[config.mk]
export PLATFORM = sky130hd
export DESIGN_NAME = msi_snoop_cache
export DESIGN_NICKNAME = d
export VERILOG_FILES = /design/src/rtl/msi_snoop_cache.sv
export SDC_FILE = /design/constraint.sdc
export NUM_CORES = 1
export LEC_CHECK = 0
export CORE_UTILIZATION = 54
export CTS_CLUSTER_SIZE = 30
export DETAILED_ROUTE_END_ITERATION = 10
export GPL_TIMING_DRIVEN = 0
export PLACE_DENSITY_LB_ADDON = 0.2
export SYNTH_ARGS = -nofsm -noshare
export SYNTH_HDL_FRONTEND = slang
export SYNTH_SLANG_ARGS = --single-unit
[constraint.sdc]
create_clock -name clk -period 4.2 [get_ports clk]
set_clock_uncertainty 0.15 [all_clocks]
set_input_delay 0.42 -clock clk [delete_from_list [all_inputs] [get_ports clk]]
set_output_delay 0.42 -clock clk [all_outputs]
set_load 0.1 [all_outputs]
[src/rtl/msi_snoop_cache.sv]
module msi_snoop_cache #(
  parameter int AW    = 8,
  parameter int DW    = 32,
  parameter int LINES = 16
) (
  input  logic          clk,
  input  logic          rst_n,
  input  logic          cpu_req,
  input  logic          cpu_we,
  input  logic [AW-1:0] cpu_addr,
  input  logic [DW-1:0] cpu_wdata,
  output logic [DW-1:0] cpu_rdata,
  output logic          cpu_ready,
  output logic          bus_req,
  input  logic          bus_gnt,
  output logic [1:0]    bus_cmd,
  output logic [AW-1:0] bus_addr,
  output logic [DW-1:0] bus_wdata,
  input  logic          bus_done,
  input  logic [DW-1:0] bus_rdata,
  input  logic          snp_valid,
  input  logic [1:0]    snp_cmd,
  input  logic [AW-1:0] snp_addr,
  output logic          snp_flush,
  output logic [DW-1:0] snp_data
);
  localparam int IW = $clog2(LINES);
  localparam int TW = AW - IW;
  localparam logic [1:0] L_I = 2'd0, L_S = 2'd1, L_M = 2'd2;
  localparam logic [1:0] C_NONE = 2'd0, C_RD = 2'd1, C_WR = 2'd2, C_WB = 2'd3;

  typedef enum logic [1:0] {IDLE, ARB, XFER} fsm_t;

  fsm_t          fsm;
  logic [1:0]    cmd_q;
  logic [1:0]    lst  [LINES];
  logic [TW-1:0] ltag [LINES];
  logic [DW-1:0] ldat [LINES];

  logic [IW-1:0] cidx, sidx;
  logic [TW-1:0] ctag, stag;
  logic          c_match, c_hit, need_wb, snp_touch, s_hit;
  logic          hit_done, fill_done, xfer_end;

  assign cidx = cpu_addr[IW-1:0];
  assign ctag = cpu_addr[AW-1:IW];
  assign sidx = snp_addr[IW-1:0];
  assign stag = snp_addr[AW-1:IW];

  assign c_match   = ltag[cidx] == ctag;
  assign c_hit     = c_match && (cpu_we ? lst[cidx] == L_M : lst[cidx] != L_I);
  assign need_wb   = lst[cidx] == L_M && !c_match;
  assign snp_touch = snp_valid && sidx == cidx;
  assign s_hit     = snp_valid && (snp_cmd == C_RD || snp_cmd == C_WR) &&
                     ltag[sidx] == stag && lst[sidx] != L_I;

  assign hit_done  = fsm == IDLE && cpu_req && !snp_touch && c_hit;
  assign xfer_end  = fsm == XFER && bus_done;
  assign fill_done = xfer_end && cmd_q != C_WB;

  assign cpu_ready = hit_done || fill_done;
  assign cpu_rdata = fsm == XFER ? bus_rdata : ldat[cidx];
  assign bus_req   = fsm == ARB;
  assign bus_cmd   = fsm == XFER ? cmd_q : C_NONE;
  assign bus_addr  = cmd_q == C_WB ? {ltag[cidx], cidx} : cpu_addr;
  assign bus_wdata = ldat[cidx];
  assign snp_flush = s_hit && lst[sidx] == L_M;
  assign snp_data  = ldat[sidx];

  always_ff @(posedge clk or negedge rst_n) begin
    if (!rst_n) begin
      fsm   <= IDLE;
      cmd_q <= C_NONE;
    end else begin
      case (fsm)
        IDLE: if (cpu_req && !snp_touch && !c_hit) fsm <= ARB;
        ARB: if (bus_gnt) begin
          cmd_q <= need_wb ? C_WB : (cpu_we ? C_WR : C_RD);
          fsm   <= XFER;
        end
        XFER: if (bus_done) fsm <= cmd_q == C_WB ? ARB : IDLE;
        default: fsm <= IDLE;
      endcase
    end
  end

  always_ff @(posedge clk or negedge rst_n) begin
    if (!rst_n) begin
      for (int i = 0; i < LINES; i++) lst[i] <= L_I;
    end else begin
      if (s_hit) lst[sidx] <= snp_cmd == C_RD ? L_S : L_I;
      if (hit_done && cpu_we) lst[cidx] <= L_M;
      if (xfer_end) lst[cidx] <= cmd_q == C_WB ? L_I : (cmd_q == C_WR ? L_M : L_S);
    end
  end

  always_ff @(posedge clk) begin
    if (fill_done) ltag[cidx] <= ctag;
    if (hit_done && cpu_we) ldat[cidx] <= cpu_wdata;
    else if (fill_done) ldat[cidx] <= cmd_q == C_WR ? cpu_wdata : bus_rdata;
  end

  p_req_hold_r6: assert property (@(posedge clk) disable iff (!rst_n)
    bus_req && !bus_gnt |=> bus_req);

  p_cmd_hold_r6: assert property (@(posedge clk) disable iff (!rst_n)
    bus_cmd != C_NONE && !bus_done |=> $stable(bus_cmd) && $stable(bus_addr));

  p_wb_rearb_r7: assert property (@(posedge clk) disable iff (!rst_n)
    bus_cmd == C_WB && bus_done |=> bus_req);

  p_flush_leaves_m_r8: assert property (@(posedge clk) disable iff (!rst_n)
    snp_flush |=> lst[$past(sidx)] != L_M);

  p_wr_fill_m_r5: assert property (@(posedge clk) disable iff (!rst_n)
    bus_cmd == C_WR && bus_done |=> lst[$past(cidx)] == L_M);

  p_snoop_serial_r9: assert property (@(posedge clk) disable iff (!rst_n)
    snp_valid |-> bus_cmd == C_NONE);

  p_ready_live_r2: assert property (@(posedge clk) disable iff (!rst_n)
    cpu_ready |-> cpu_req);

  p_touch_stall_r11: assert property (@(posedge clk) disable iff (!rst_n)
    snp_touch && bus_cmd == C_NONE |-> !cpu_ready);
endmodule

After elaboration in Yosys (flattened, before gate mapping)
Memory sizes are Yosys's and may differ from the RTL's. Index checks and enable logic that the tools add are counted. W data, S select, Z words.

Register bits: 36. Bits of input ports: 89. Memories kept: 2. Word-level logic and storage cells: 109. Memory bits (writable): 576. Output and inout bits: 109.

Memories: ldat (words 16, bits a word 32, rd ports 2, clocked after Yosys merged registers in 0, write ports 1, line 38) `logic [DW-1:0] ldat [LINES];`; ltag (words 16, bits a word 4, rd ports 2, clocked after Yosys merged registers in 0, write ports 1, line 37) `logic [TW-1:0] ltag [LINES];`.

Reductions and logical operators: 27. Equality and inequality tests: 15. Magnitude comparators: 4. Bitwise gates (word level): 6. Mux-type cells: 37.

Operators by type and width (count): $mux W32 (6); $bwmux W32 (2); $mux W2 (14); $logic_and A1 B1 Y1 (17); $and A16 B16 Y16 (1); $bmux W2 S4 (2); $demux W2 S4 (2); $not A16 Y16 (1); $or A16 B16 Y16 (1); $eq A2 B2 Y1 const B (6); $eq A4 B4 Y1 (3); $ge A5 B5 Y1 const B (2); $lt A5 B1 Y1 const B (2); $not A4 Y5 (2); $mux W1 (9); $mux W8 (1); $pmux W2 S3 (1); $eq A2 B1 Y1 const B (2); $ne A2 B1 Y1 const B (2); $ne A2 B2 Y1 const B (2); $reduce_bool A2 Y1 (2); $logic_not A1 Y1 (3); $reduce_and A3 Y1 (1); $logic_not A2 Y1 (1); 3 further kinds (4).

Depth between registers and ports, before layout
Word-level depth: 12. Mapped depth: 13. Depth with buffers taken out: 8.

Worst setup path after synthesis
No wires, ideal clock.

Path type: input -> register. From: input port cpu_addr[0]. To: memory ldat[10][0] (enable). Path slack: -0.259 ns. Stages: 9. Buffers on the path: 3. Arrival: 3.888 ns. Cells stage by stage: clkbuf_2 > buf_6 > mux4_2 > mux4_2 > nor2b_1 > nand3_1 > o21a_1 > clkbuf_1 > nor2_1.

Word-level cells in the longest chain between the ends: 12. Elaborated cells on any way between the ends: 21. Those cells by class: eq/ne (3); mux (8); bitwise (2); reduce/logical (7); memory (1).

Ends and longest elaborated chain: from (decl) (line 10) `input logic [AW-1:0] cpu_addr,`; $not A4 Y5 (implied by the code) (line 51) `assign c_hit = c_match && (cpu_we ? lst[cidx] == L_M : lst[cidx] != L_I);`; $bmux W2 S4 (line 51); $mux W2 (implied by the code) (2 in series) (line 51); $eq A2 B2 Y1 or $reduce_bool A2 Y1 (tied branches) (line 51); $mux W1 (line 51); $logic_and A1 B1 Y1 (line 51); $logic_and A1 B1 Y1 (line 57) `assign hit_done = fsm == IDLE && cpu_req && !snp_touch && c_hit;`; $logic_and A1 B1 Y1 (line 99) `if (hit_done && cpu_we) ldat[cidx] <= cpu_wdata;`; $mux W1 (line 99); $mux W1 (on tied branches) (line 99, 100); $or A1 B1 Y1 (no source line); to (decl) (line 38).

Several ways; a longest one is shown, not always the timed one. The select of a mux whose other input is x is not followed.

Final worst setup path
From: input port snp_addr[2]. To: output port snp_data[10].

Word-level cells in the longest chain between the ends: 1.

Ends and longest elaborated chain: from (decl) (line 23) `input logic [AW-1:0] snp_addr,`; $mem_v2 Z16 W32; to (decl) (line 25) `output logic [DW-1:0] snp_data`.

Every way passes these cells.

==> metrics <==
FMAX=0.2410 GHz; routed via count=18370; outcome=finished, final reports clean; synth top area cells=edfxtp_1, mux4_2, dfrtp_1; design area=35170 µm²; CTS tree=done; Total GRT Usage=32.85%; Tmin final=4.149 ns; Synth area leader=edfxtp_1; P_leak=11.71 nW; root buf cell=clkbuf_16; Slew @ Worst Pin=1.213 ns; synthesized cell area=29650 µm²; required time worst endpoint=3.63 ns; Post-DP Area=32950 µm²; largest net degree at the start of global routing=37; P per Cell Area=467.5 nW/µm²; Synth Warn #=0; post-synthesis sequential area ratio=61.37%; element type at the critical path end=output pin; CP Data Arrival Time=3.58 ns; Sink Count=612; Slew Viols, Final=0; Post-synth top cells=edfxtp_1, mux4_2, nand2_1; CP Launch Type=primary input; hold slack=0.3167 ns; top_reg_cell synth=edfxtp_1; Core Util, Final=65.10%; RSZ-0062 raised after global routing=no; setup TNS=0 ns; WL/cell=34.85 µm; crit-path max FO=10; Clock Tree Buf Depth=3; layout cells sized above 1=39.15%; mean number of vias per cell=7.113; gr ovfl total=0; Final nets=1927; IO buf count=193; chip height=236.3 µm; period utilisation layout=98.79%; post-synthesis register bit count=612; Syn Nets=1631; I/O Pins=198; total power=0.01644 W; post-DP HPWL=57910 µm; final setup fails=0; starting density of the core=54.89%; Hold Path Class=primary input to async pin; Core Area=54030 µm²; asr flop ratio synth=5.882%; CTS buffer count=67; number of core rows=85; global-route wire length before repair=128900 µm; top-count cell post-synth=edfxtp_1; die area=55850 µm²; Max-Cap Viols=0; VDD IR max=319.8 µV; antenna-violating nets left=0; Syn-to-layout area delta=18.60%; DRT iter0 DRCs=2648; Synth Instances=1541; Routed WL=90030 µm; depth of the CTS H-tree=3; drt first pass iters=5; Synth top area share=58.33%; Post-synth EDFFs=576; gpl congestion=0.9624; post-synth cell types=53; Die W=236.3 µm; syn avg cell area=19.24 µm²; Clock Latency Late Sink=0.60 ns; Final Hold Viols=0; residual DRC count=0; initial antenna violation count=1; vias in the first global route=18460; Worst R2R Setup Slack=0.47 ns; clock transition at the registers of the reported paths=0.06 ns; slew margin rel.=19.14%; WS Path Type=primary input to output pin
-- critical path: stages --
cell and delay [ns]:
clkdlybuf4s50_1 0.76, clkbuf_1 0.61, clkbuf_1 0.89, mux4_2 0.44
buf_2 0.45
-- path summary, 6_finish.rpt --
check                       startpoint      endpoint  cells past startpoint
max                        snp_addr[2]  snp_data[10]                      5
min                              rst_n       lst[27]                      2
max reg2reg                     fsm[1]  ldat[12][30]                      5
min reg2reg                    lst[31]       lst[31]                      2
max in group asynchronous        rst_n        lst[9]                      2
min in group clk               bus_gnt      cmd_q[0]                      3
-- sequential cells by signal, summed over array words and instances, names as in the netlist --
signal,cells
lst,32
fsm,2
ldat,512
ltag,64
cmd_q,2
-- cell type report --
type | instances | area (µm²)
plain buffers | 123 | 873.3
flip-flops and latches | 612 | 18200
clock buffers | 86 | 1800
well taps | 696 | 870.8
multi-input cells | 795 | 10980
clock inverters | 31 | 211.5
inverters | 9 | 33.78
fillers | 3656 | 18860
diodes | 2 | 5.005
repair buffers | 229 | 2192
-- stage by stage --
step                      std cells  worst slack, ns
after floorplan                1541          -0.2594
after global placement         2430           -3.572
after detailed placement       2448           -2.135
after CTS                      2577          -0.1658
after global routing           2581         0.005136
final                          2583          0.05064
-- report_power, final --
group          switching [W]  internal, W
combinational        0.00282      0.00104
sequential          0.000142      0.00692
clock                0.00242      0.00310
-- repair_timing --
item	CTS	global route
pin swaps	10	2
endpoints found under the setup margin	642	735
setup buffers	13	4
hold endpoints to repair	36	0
gates resized for setup	631	18
hold buffers	1	0
-- cell usage in the layout (no fill, tap or decap), types with 5 or more instances in the layout --
| cell | instances |
|---|---|
| edfxtp_1 | 576 |
| mux4_2 | 357 |
| nand2_1 | 126 |
| buf_2 | 93 |
| clkdlybuf4s50_1 | 90 |
| clkbuf_16 | 69 |
| nor2_1 | 54 |
| clkbuf_1 | 38 |
| mux2_2 | 38 |
| mux2i_1 | 37 |
| dfrtp_1 | 36 |
| buf_4 | 35 |
| clkdlybuf4s15_2 | 30 |
| buf_12 | 22 |
| o22ai_1 | 19 |
| buf_6 | 18 |
| clkbuf_4 | 17 |
| nand4_1 | 17 |
| nor2_4 | 16 |
| clkinv_1 | 14 |
| nor2b_1 | 12 |
| nand3_1 | 10 |
| a2bb2oi_1 | 10 |
| clkbuf_2 | 9 |
| inv_1 | 8 |
| a31oi_1 | 7 |
| clkinv_2 | 7 |
| a22oi_1 | 6 |
| mux4_1 | 6 |
| a21oi_1 | 6 |
| xnor2_1 | 5 |
| o31ai_1 | 5 |
-- kinds of logic (layout without fill, tap and decap cells) --
kind of cell / after synthesis / in the layout / synth area share [%]
simple gates: 262 / 262 / 3.873
flops: 612 / 612 / 61.37
fa+ha+maj: 1 / 1 / 0.04219
other cells: 0 / 2 / 0
compound gates: 85 / 85 / 2.076
buf+inv: 134 / 478 / 2.038
mux: 438 / 438 / 30.34
xor+xnor: 9 / 9 / 0.2658
-- per-layer routing --
layer  GRT usage [%]  vias to the layer above  routed length (µm)
li1                -                     7165                   -
met1           44.96                     9622               32860
met2           51.95                     1358               43480
met3           6.998                      229               10090
met4           13.46                        0                3596
met5               0                        -                   0
(Power assumes the default switching activity.)
